--- src/rtl/pll_reseq_pkg.sv ---
package pll_reseq_pkg;

  typedef enum logic [2:0] {
    ST_IDLE       = 3'd0,
    ST_BYPASS     = 3'd1,
    ST_ASSERT_RST = 3'd2,
    ST_HOLD       = 3'd3,
    ST_WAIT_LOCK  = 3'd4
  } seq_state_t;

  localparam logic CAUSE_BAD_CODE = 1'b0;
  localparam logic CAUSE_TIMEOUT  = 1'b1;

  function automatic int unsigned max_u(input int unsigned a, input int unsigned b);
    return (a > b) ? a : b;
  endfunction

endpackage

--- src/rtl/pll_reseq_codechk.sv ---
module pll_reseq_codechk #(
  parameter int unsigned MULT_W   = 5,
  parameter int unsigned MULT_MIN = 2,
  parameter int unsigned MULT_MAX = 15
) (
  input  logic [MULT_W-1:0] mult_i,
  output logic              ok_o
);

  localparam logic [MULT_W-1:0] LO = MULT_W'(MULT_MIN);
  localparam logic [MULT_W-1:0] HI = MULT_W'(MULT_MAX);

  assign ok_o = (mult_i >= LO) && (mult_i <= HI);

endmodule

--- src/rtl/pll_reseq_cnt.sv ---
module pll_reseq_cnt #(
  parameter int unsigned W = 8
) (
  input  logic         clk,
  input  logic         rst,
  input  logic         clr_i,
  input  logic         inc_i,
  output logic [W-1:0] cnt_o
);

  always_ff @(posedge clk) begin
    if (rst || clr_i) begin
      cnt_o <= '0;
    end else if (inc_i) begin
      cnt_o <= cnt_o + 1'b1;
    end
  end

endmodule

--- src/rtl/pll_reseq_fsm.sv ---
module pll_reseq_fsm
  import pll_reseq_pkg::*;
#(
  parameter int unsigned MULT_W       = 5,
  parameter int unsigned DIV_W        = 5,
  parameter int unsigned CNT_W        = 12,
  parameter int unsigned HOLD_CYCLES  = 25,
  parameter int unsigned LOCK_TIMEOUT = 4000,
  parameter int unsigned MULT_RST     = 0,
  parameter int unsigned DIV_RST      = 0
) (
  input  logic              clk,
  input  logic              rst,
  input  logic              start_i,
  input  logic [MULT_W-1:0] mult_i,
  input  logic [DIV_W-1:0]  div_i,
  input  logic              code_ok_i,
  input  logic              lock_i,
  input  logic [CNT_W-1:0]  cnt_i,
  output logic              cnt_clr_o,
  output logic              cnt_inc_o,
  output logic              pll_en_o,
  output logic              pll_rst_o,
  output logic [MULT_W-1:0] mult_o,
  output logic [DIV_W-1:0]  div_o,
  output logic              busy_o,
  output logic              done_o,
  output logic              err_o,
  output logic              err_cause_o
);

  localparam logic [CNT_W-1:0] HOLD_LAST = CNT_W'(HOLD_CYCLES - 1);
  localparam logic [CNT_W-1:0] LOCK_LAST = CNT_W'(LOCK_TIMEOUT - 1);

  seq_state_t        state;
  logic [MULT_W-1:0] mult_sh;
  logic [DIV_W-1:0]  div_sh;
  logic              hold_end;
  logic              wait_end;

  assign hold_end = (state == ST_HOLD) && (cnt_i == HOLD_LAST);
  assign wait_end = (state == ST_WAIT_LOCK) && (cnt_i == LOCK_LAST);

  // The shared counter runs only in the two timed states and restarts at
  // the hand-over from hold to lock wait.
  always_comb begin
    cnt_clr_o = 1'b1;
    cnt_inc_o = 1'b0;
    if (state == ST_HOLD) begin
      cnt_clr_o = hold_end;
      cnt_inc_o = !hold_end;
    end else if (state == ST_WAIT_LOCK) begin
      cnt_clr_o = 1'b0;
      cnt_inc_o = 1'b1;
    end
  end

  always_ff @(posedge clk) begin
    if (rst) begin
      state       <= ST_IDLE;
      pll_en_o    <= 1'b0;
      pll_rst_o   <= 1'b1;
      mult_o      <= MULT_W'(MULT_RST);
      div_o       <= DIV_W'(DIV_RST);
      mult_sh     <= MULT_W'(MULT_RST);
      div_sh      <= DIV_W'(DIV_RST);
      busy_o      <= 1'b0;
      done_o      <= 1'b0;
      err_o       <= 1'b0;
      err_cause_o <= CAUSE_BAD_CODE;
    end else begin
      done_o <= 1'b0;
      err_o  <= 1'b0;
      unique case (state)
        ST_IDLE: begin
          if (start_i) begin
            if (code_ok_i) begin
              mult_sh  <= mult_i;
              div_sh   <= div_i;
              busy_o   <= 1'b1;
              pll_en_o <= 1'b0;
              state    <= ST_BYPASS;
            end else begin
              err_o       <= 1'b1;
              err_cause_o <= CAUSE_BAD_CODE;
            end
          end
        end
        ST_BYPASS: begin
          pll_rst_o <= 1'b1;
          state     <= ST_ASSERT_RST;
        end
        ST_ASSERT_RST: begin
          mult_o <= mult_sh;
          div_o  <= div_sh;
          state  <= ST_HOLD;
        end
        ST_HOLD: begin
          if (hold_end) begin
            pll_rst_o <= 1'b0;
            state     <= ST_WAIT_LOCK;
          end
        end
        ST_WAIT_LOCK: begin
          if (lock_i) begin
            pll_en_o <= 1'b1;
            busy_o   <= 1'b0;
            done_o   <= 1'b1;
            state    <= ST_IDLE;
          end else if (wait_end) begin
            busy_o      <= 1'b0;
            err_o       <= 1'b1;
            err_cause_o <= CAUSE_TIMEOUT;
            state       <= ST_IDLE;
          end
        end
        default: state <= ST_IDLE;
      endcase
    end
  end

  AST_RST_AFTER_BYPASS: assert property (@(posedge clk) disable iff (rst)
    $rose(pll_rst_o) |-> (!pll_en_o && !$past(pll_en_o)));

  AST_CFG_UNDER_RST: assert property (@(posedge clk) disable iff (rst)
    (!$stable(mult_o) || !$stable(div_o)) |-> (pll_rst_o && $past(pll_rst_o)));

  AST_EN_AFTER_LOCK: assert property (@(posedge clk) disable iff (rst)
    $rose(pll_en_o) |-> ($past(lock_i) && !pll_rst_o && done_o));

  AST_TIMEOUT_BYPASS: assert property (@(posedge clk) disable iff (rst)
    (err_o && err_cause_o == CAUSE_TIMEOUT) |-> (!pll_en_o && !pll_rst_o));

  AST_REJECT_NO_CHANGE: assert property (@(posedge clk) disable iff (rst)
    (err_o && err_cause_o == CAUSE_BAD_CODE) |->
      ($stable(pll_en_o) && $stable(pll_rst_o) && $stable(mult_o) && $stable(div_o) && !busy_o));

  AST_DONE_ERR_EXCL: assert property (@(posedge clk) disable iff (rst)
    !(done_o && err_o));

  AST_BUSY_ENDS_WITH_PULSE: assert property (@(posedge clk) disable iff (rst)
    $fell(busy_o) |-> (done_o || err_o));

endmodule

--- src/rtl/pll_reseq.sv ---
module pll_reseq
  import pll_reseq_pkg::*;
#(
  parameter int unsigned MULT_W       = 5,
  parameter int unsigned DIV_W        = 5,
  parameter int unsigned MULT_MIN     = 2,
  parameter int unsigned MULT_MAX     = 15,
  parameter int unsigned HOLD_CYCLES  = 25,
  parameter int unsigned LOCK_TIMEOUT = 4000,
  parameter int unsigned MULT_RST     = 0,
  parameter int unsigned DIV_RST      = 0
) (
  input  logic              clk,
  input  logic              rst,
  input  logic              start_i,
  input  logic [MULT_W-1:0] mult_i,
  input  logic [DIV_W-1:0]  div_i,
  input  logic              lock_i,
  output logic              pll_en_o,
  output logic              pll_rst_o,
  output logic [MULT_W-1:0] mult_o,
  output logic [DIV_W-1:0]  div_o,
  output logic              busy_o,
  output logic              done_o,
  output logic              err_o,
  output logic              err_cause_o
);

  localparam int unsigned CNT_W = $clog2(max_u(HOLD_CYCLES, LOCK_TIMEOUT) + 1);

  logic             code_ok;
  logic             cnt_clr;
  logic             cnt_inc;
  logic [CNT_W-1:0] cnt;

  pll_reseq_codechk #(
    .MULT_W  (MULT_W),
    .MULT_MIN(MULT_MIN),
    .MULT_MAX(MULT_MAX)
  ) u_codechk (
    .mult_i(mult_i),
    .ok_o  (code_ok)
  );

  pll_reseq_cnt #(.W(CNT_W)) u_cnt (
    .clk  (clk),
    .rst  (rst),
    .clr_i(cnt_clr),
    .inc_i(cnt_inc),
    .cnt_o(cnt)
  );

  pll_reseq_fsm #(
    .MULT_W      (MULT_W),
    .DIV_W       (DIV_W),
    .CNT_W       (CNT_W),
    .HOLD_CYCLES (HOLD_CYCLES),
    .LOCK_TIMEOUT(LOCK_TIMEOUT),
    .MULT_RST    (MULT_RST),
    .DIV_RST     (DIV_RST)
  ) u_fsm (
    .clk        (clk),
    .rst        (rst),
    .start_i    (start_i),
    .mult_i     (mult_i),
    .div_i      (div_i),
    .code_ok_i  (code_ok),
    .lock_i     (lock_i),
    .cnt_i      (cnt),
    .cnt_clr_o  (cnt_clr),
    .cnt_inc_o  (cnt_inc),
    .pll_en_o   (pll_en_o),
    .pll_rst_o  (pll_rst_o),
    .mult_o     (mult_o),
    .div_o      (div_o),
    .busy_o     (busy_o),
    .done_o     (done_o),
    .err_o      (err_o),
    .err_cause_o(err_cause_o)
  );

  // Independent hold-time monitor: counts cycles with reset high since the
  // applied codes last changed, saturating at the required hold.
  localparam logic [CNT_W-1:0] HOLD_SAT = CNT_W'(HOLD_CYCLES);

  logic [CNT_W-1:0]  mon_hold;
  logic [MULT_W-1:0] mon_mult;
  logic [DIV_W-1:0]  mon_div;

  always_ff @(posedge clk) begin
    if (rst) begin
      mon_hold <= '0;
      mon_mult <= MULT_W'(MULT_RST);
      mon_div  <= DIV_W'(DIV_RST);
    end else begin
      mon_mult <= mult_o;
      mon_div  <= div_o;
      if (!pll_rst_o) begin
        mon_hold <= '0;
      end else if ((mult_o != mon_mult) || (div_o != mon_div)) begin
        mon_hold <= CNT_W'(1);
      end else if (mon_hold != HOLD_SAT) begin
        mon_hold <= mon_hold + 1'b1;
      end
    end
  end

  AST_HOLD_MIN: assert property (@(posedge clk) disable iff (rst)
    $fell(pll_rst_o) |-> (mon_hold >= HOLD_SAT));

endmodule

--- config.mk ---
export PLATFORM = sky130hd
export DESIGN_NAME = pll_reseq
export DESIGN_NICKNAME = d
export VERILOG_FILES = /design/src/rtl/pll_reseq_pkg.sv /design/src/rtl/pll_reseq_codechk.sv /design/src/rtl/pll_reseq_cnt.sv /design/src/rtl/pll_reseq_fsm.sv /design/src/rtl/pll_reseq.sv
export SDC_FILE = /design/constraint.sdc
export NUM_CORES = 1
export LEC_CHECK = 0
export CORE_MARGIN = 3
export CORE_UTILIZATION = 53
export CTS_BUF_LIST = sky130_fd_sc_hd__clkbuf_8
export DETAILED_ROUTE_END_ITERATION = 10
export GPL_ROUTABILITY_DRIVEN = 0
export PLACE_DENSITY = 0.81
export SLEW_MARGIN = 20
export SYNTH_ARGS = -nofsm -noshare
export SYNTH_HDL_FRONTEND = slang
export SYNTH_SLANG_ARGS = --single-unit
--- constraint.sdc ---
create_clock -name clk -period 1.8 [get_ports clk]
set_input_delay 0.36 -clock clk [delete_from_list [all_inputs] [get_ports clk]]
set_output_delay 0.36 -clock clk [all_outputs]
set_load 0.01 [all_outputs]
==> impl_metrics.tcl <==
set metrics [dict create \
    diodes 0 \
    crit_start "u_fsm.state[2]" \
    fin_nets 235 \
    fin_crit_ns 1.75 \
    vdd_drop_max_uv 807 \
    fmax_mhz 572 \
    tritoncts "done" \
    cts-root-buf "clkbuf_8" \
    power_density_nw_per_um2 816 \
    ctsLongestPathBuffers 2 \
    cp_slowest_cell "or4b_4" \
    numCtsBuffers 5 \
    die-height_um 61.9 \
    drcViolationCount 0 \
    finClkSkew_ns 0.00398 \
    dp_slack_ns -0.236 \
    final_cells 251 \
    final_util 0.783 \
    core.rowCount 19 \
    vias_per_cell 5.51 \
    fin_tns_setup_ns 0 \
    wl_per_cell_um 15.0 \
    grt_overflow 0 \
    synthArstFlopShare 0 \
    drive_gt1_frac 0.150 \
    cts_hold_buf 0 \
    rsz0062_at_grt "false" \
    finalWirelength_um 3770 \
    tightest_slew_ns 0.527 \
    dp.cells 242 \
    worstHoldStart "start_i" \
    critical_path.max_fanout 6 \
    syn2layout_area_growth_pct 35.0 \
    ys_seq_elements 41 \
    dieArea_um2 3830 \
    htreeDepth 2 \
    synth.area.top_cells "dfxtp_1, mux2i_1, nor2_1" \
    cp.arrival_ns 1.93 \
    antenna_found_initial 0 \
    r2r-end "u_fsm.mult_sh[2]" \
    synth_cells 172 \
    yosysTopAreaCellShare 0.496 \
    synth_nets 188 \
    r2r-start "u_fsm.state[2]" \
    whs_path_depth 3 \
    grt_pass1_wl_um 5750 \
    seq_area_frac_synth 0.496 \
    core-area_um2 2850 \
    fin_crit_sh 0.971 \
    relSlewSlack 0.648 \
    post-dp-hpwl_um 2560 \
    critPathLaunchType "register" \
    drtAntennaViolNets 0 \
    whs_endpoint "u_fsm.state[0]" \
    track_usage 0.208 \
    slowest_delay_ns 0.56 \
    clock_latency_ns 0.29 \
    synth_top_cell_by_area "dfxtp_1" \
    clock-sinks 41 \
    setup_violations 0 \
    yosys_warnings 0 \
    grt_pass1_vias 1309 \
    fillCellCount 182 \
    worstSetupPathType "register to register" \
    layout_commonest_cell "dfxtp_1" \
    die_x_um 61.9 \
    clk_pin_slew_worst_paths_ns 0.07 \
    syn_area_um2 1650 \
    drt_iter0_markers 111 \
    synth.avg_cell_area_um2 9.62 \
    finalHoldViolations 0 \
    start_util 0.580 \
    endpoint_kind "register" \
    port_buffers 29 \
    synth_edf_count 0 \
    vias 1384 \
    status "finished clean" \
    final_cell_mix "dfxtp_1, nor2_1, clkdlybuf4s50_1" \
    finalMaxSlewViolations 0 \
    synth_ff_type "dfxtp_1" \
    cp.required_ns 1.98 \
    reg2regPathDepth 5 \
    path_cells "or4b_4, nor3_4, clkbuf_16, mux2i_1, nor2_1" \
    synthDistinctLibCells 34 \
    pin_count 30 \
    leakagePower_nw 0.809 \
    worst_slack_ns 0.0531 \
    ff2ff_setup_slack_ns 0.05 \
    grt_max_degree 27 \
    maxCapViolCount 0 \
    min_path_type "input port to register" \
    detail_route.first_pass.iterations 4 \
]
## cell type report
type                            count  area (um^2)  area share
Tap cell                           31         38.8      0.0174
Timing Repair Buffer               47          458       0.205
Clock inverter                      1         5.00     0.00224
Inverter                            6         22.5      0.0101
Multi-Input combinational cell    118          790       0.354
Clock buffer                        7         96.3      0.0431
Sequential cell                    41          823       0.369
## synth_stat cells, types with 2 or more instances
cell type,number
nand3_1,6
nand2_1,4
a21oi_1,4
nor2_1,37
buf_6,2
ha_1,2
dfxtp_1,41
nand4_1,3
xnor2_1,8
inv_1,6
buf_1,2
o211ai_1,2
nand2b_1,2
nor3b_1,4
nor2b_1,2
mux2i_1,19
buf_2,2
xor2_1,2
nor4b_1,2
nor3_1,8
## per-stage QoR
step                      instance area, um^2  hold WS (ns)  total power [mW]
after floorplan                          1650         0.441              1.08
after global placement                   2080         0.448              1.17
after detailed placement                 2080         0.482              1.17
after CTS                                2190         0.495              1.82
after global routing                     2230         0.474              1.90
final                                    2230         0.444              1.82
## per-layer routing
metal,track usage,wire length [um],vias to the layer above,share of wire
li1,-,-,684,-
met1,0.255,1620,646,0.43
met2,0.344,1890,46,0.50
met3,0.0661,201,8,0.053
met4,0.0758,62,0,0.016
met5,0,0,-,0
## sequential cells by signal, indices dropped and copies added, names as in the netlist
| name | flops |
|---|---|
| u_fsm.done_o | 1 |
| u_fsm.pll_rst_o | 1 |
| u_cnt.cnt_o | 12 |
| u_fsm.pll_en_o | 1 |
| u_fsm.div_sh | 5 |
| u_fsm.state | 3 |
| u_fsm.err_o | 1 |
| u_fsm.mult_sh | 5 |
| u_fsm.mult_o | 5 |
| u_fsm.err_cause_o | 1 |
| u_fsm.div_o | 5 |
| u_fsm.busy_o | 1 |
## how the worst max path moves through the flow
stage / slack, ns / to / cells after the start
after CTS: 0.07 / u_fsm.div_sh[2] / 6
after global placement: -0.20 / u_fsm.div_sh[4] / 6
after global routing: 0.002 / u_fsm.mult_sh[2] / 5
after floorplan: 0.14 / u_fsm.div_sh[2] / 6
final: 0.05 / u_fsm.mult_sh[2] / 5
after detailed placement: -0.24 / u_fsm.div_sh[2] / 6
## logic make-up after synthesis
kind of cell	synth area share
AOI/OAI and AO/OA	0.0477
xor gates and xnor gates	0.0530
adders and majority gates	0.0151
buffers and inverters	0.0401
DFF	0.496
muxes	0.115
and+or+nand+nor	0.233
## report_power, final
| part | internal (mW) | switching, mW | total, mW |
|---|---|---|---|
| sequential | 0.934 | 0.0212 | 0.955 |
| combinational | 0.119 | 0.0978 | 0.217 |
| clock | 0.346 | 0.303 | 0.650 |
| total | 1.40 | 0.422 | 1.82 |
## worst max-delay path: cells and delay by family (launching register included)
family | cells | cell delay [ns]
AND/OR/NAND/NOR | 3 | 0.89
multiplexers | 1 | 0.18
flip-flops | 1 | 0.35
buffers and inverters | 1 | 0.21
## what timing repair did
| item | CTS | global route |
|---|---|---|
| resized for setup | 1 | 4 |
| pin swaps | 0 | 1 |
| gates cloned | 0 | 1 |
| buffers inserted | 0 | 0 |
| setup endpoints to repair | 12 | 14 |
Power figures use the tool's default switching activity.
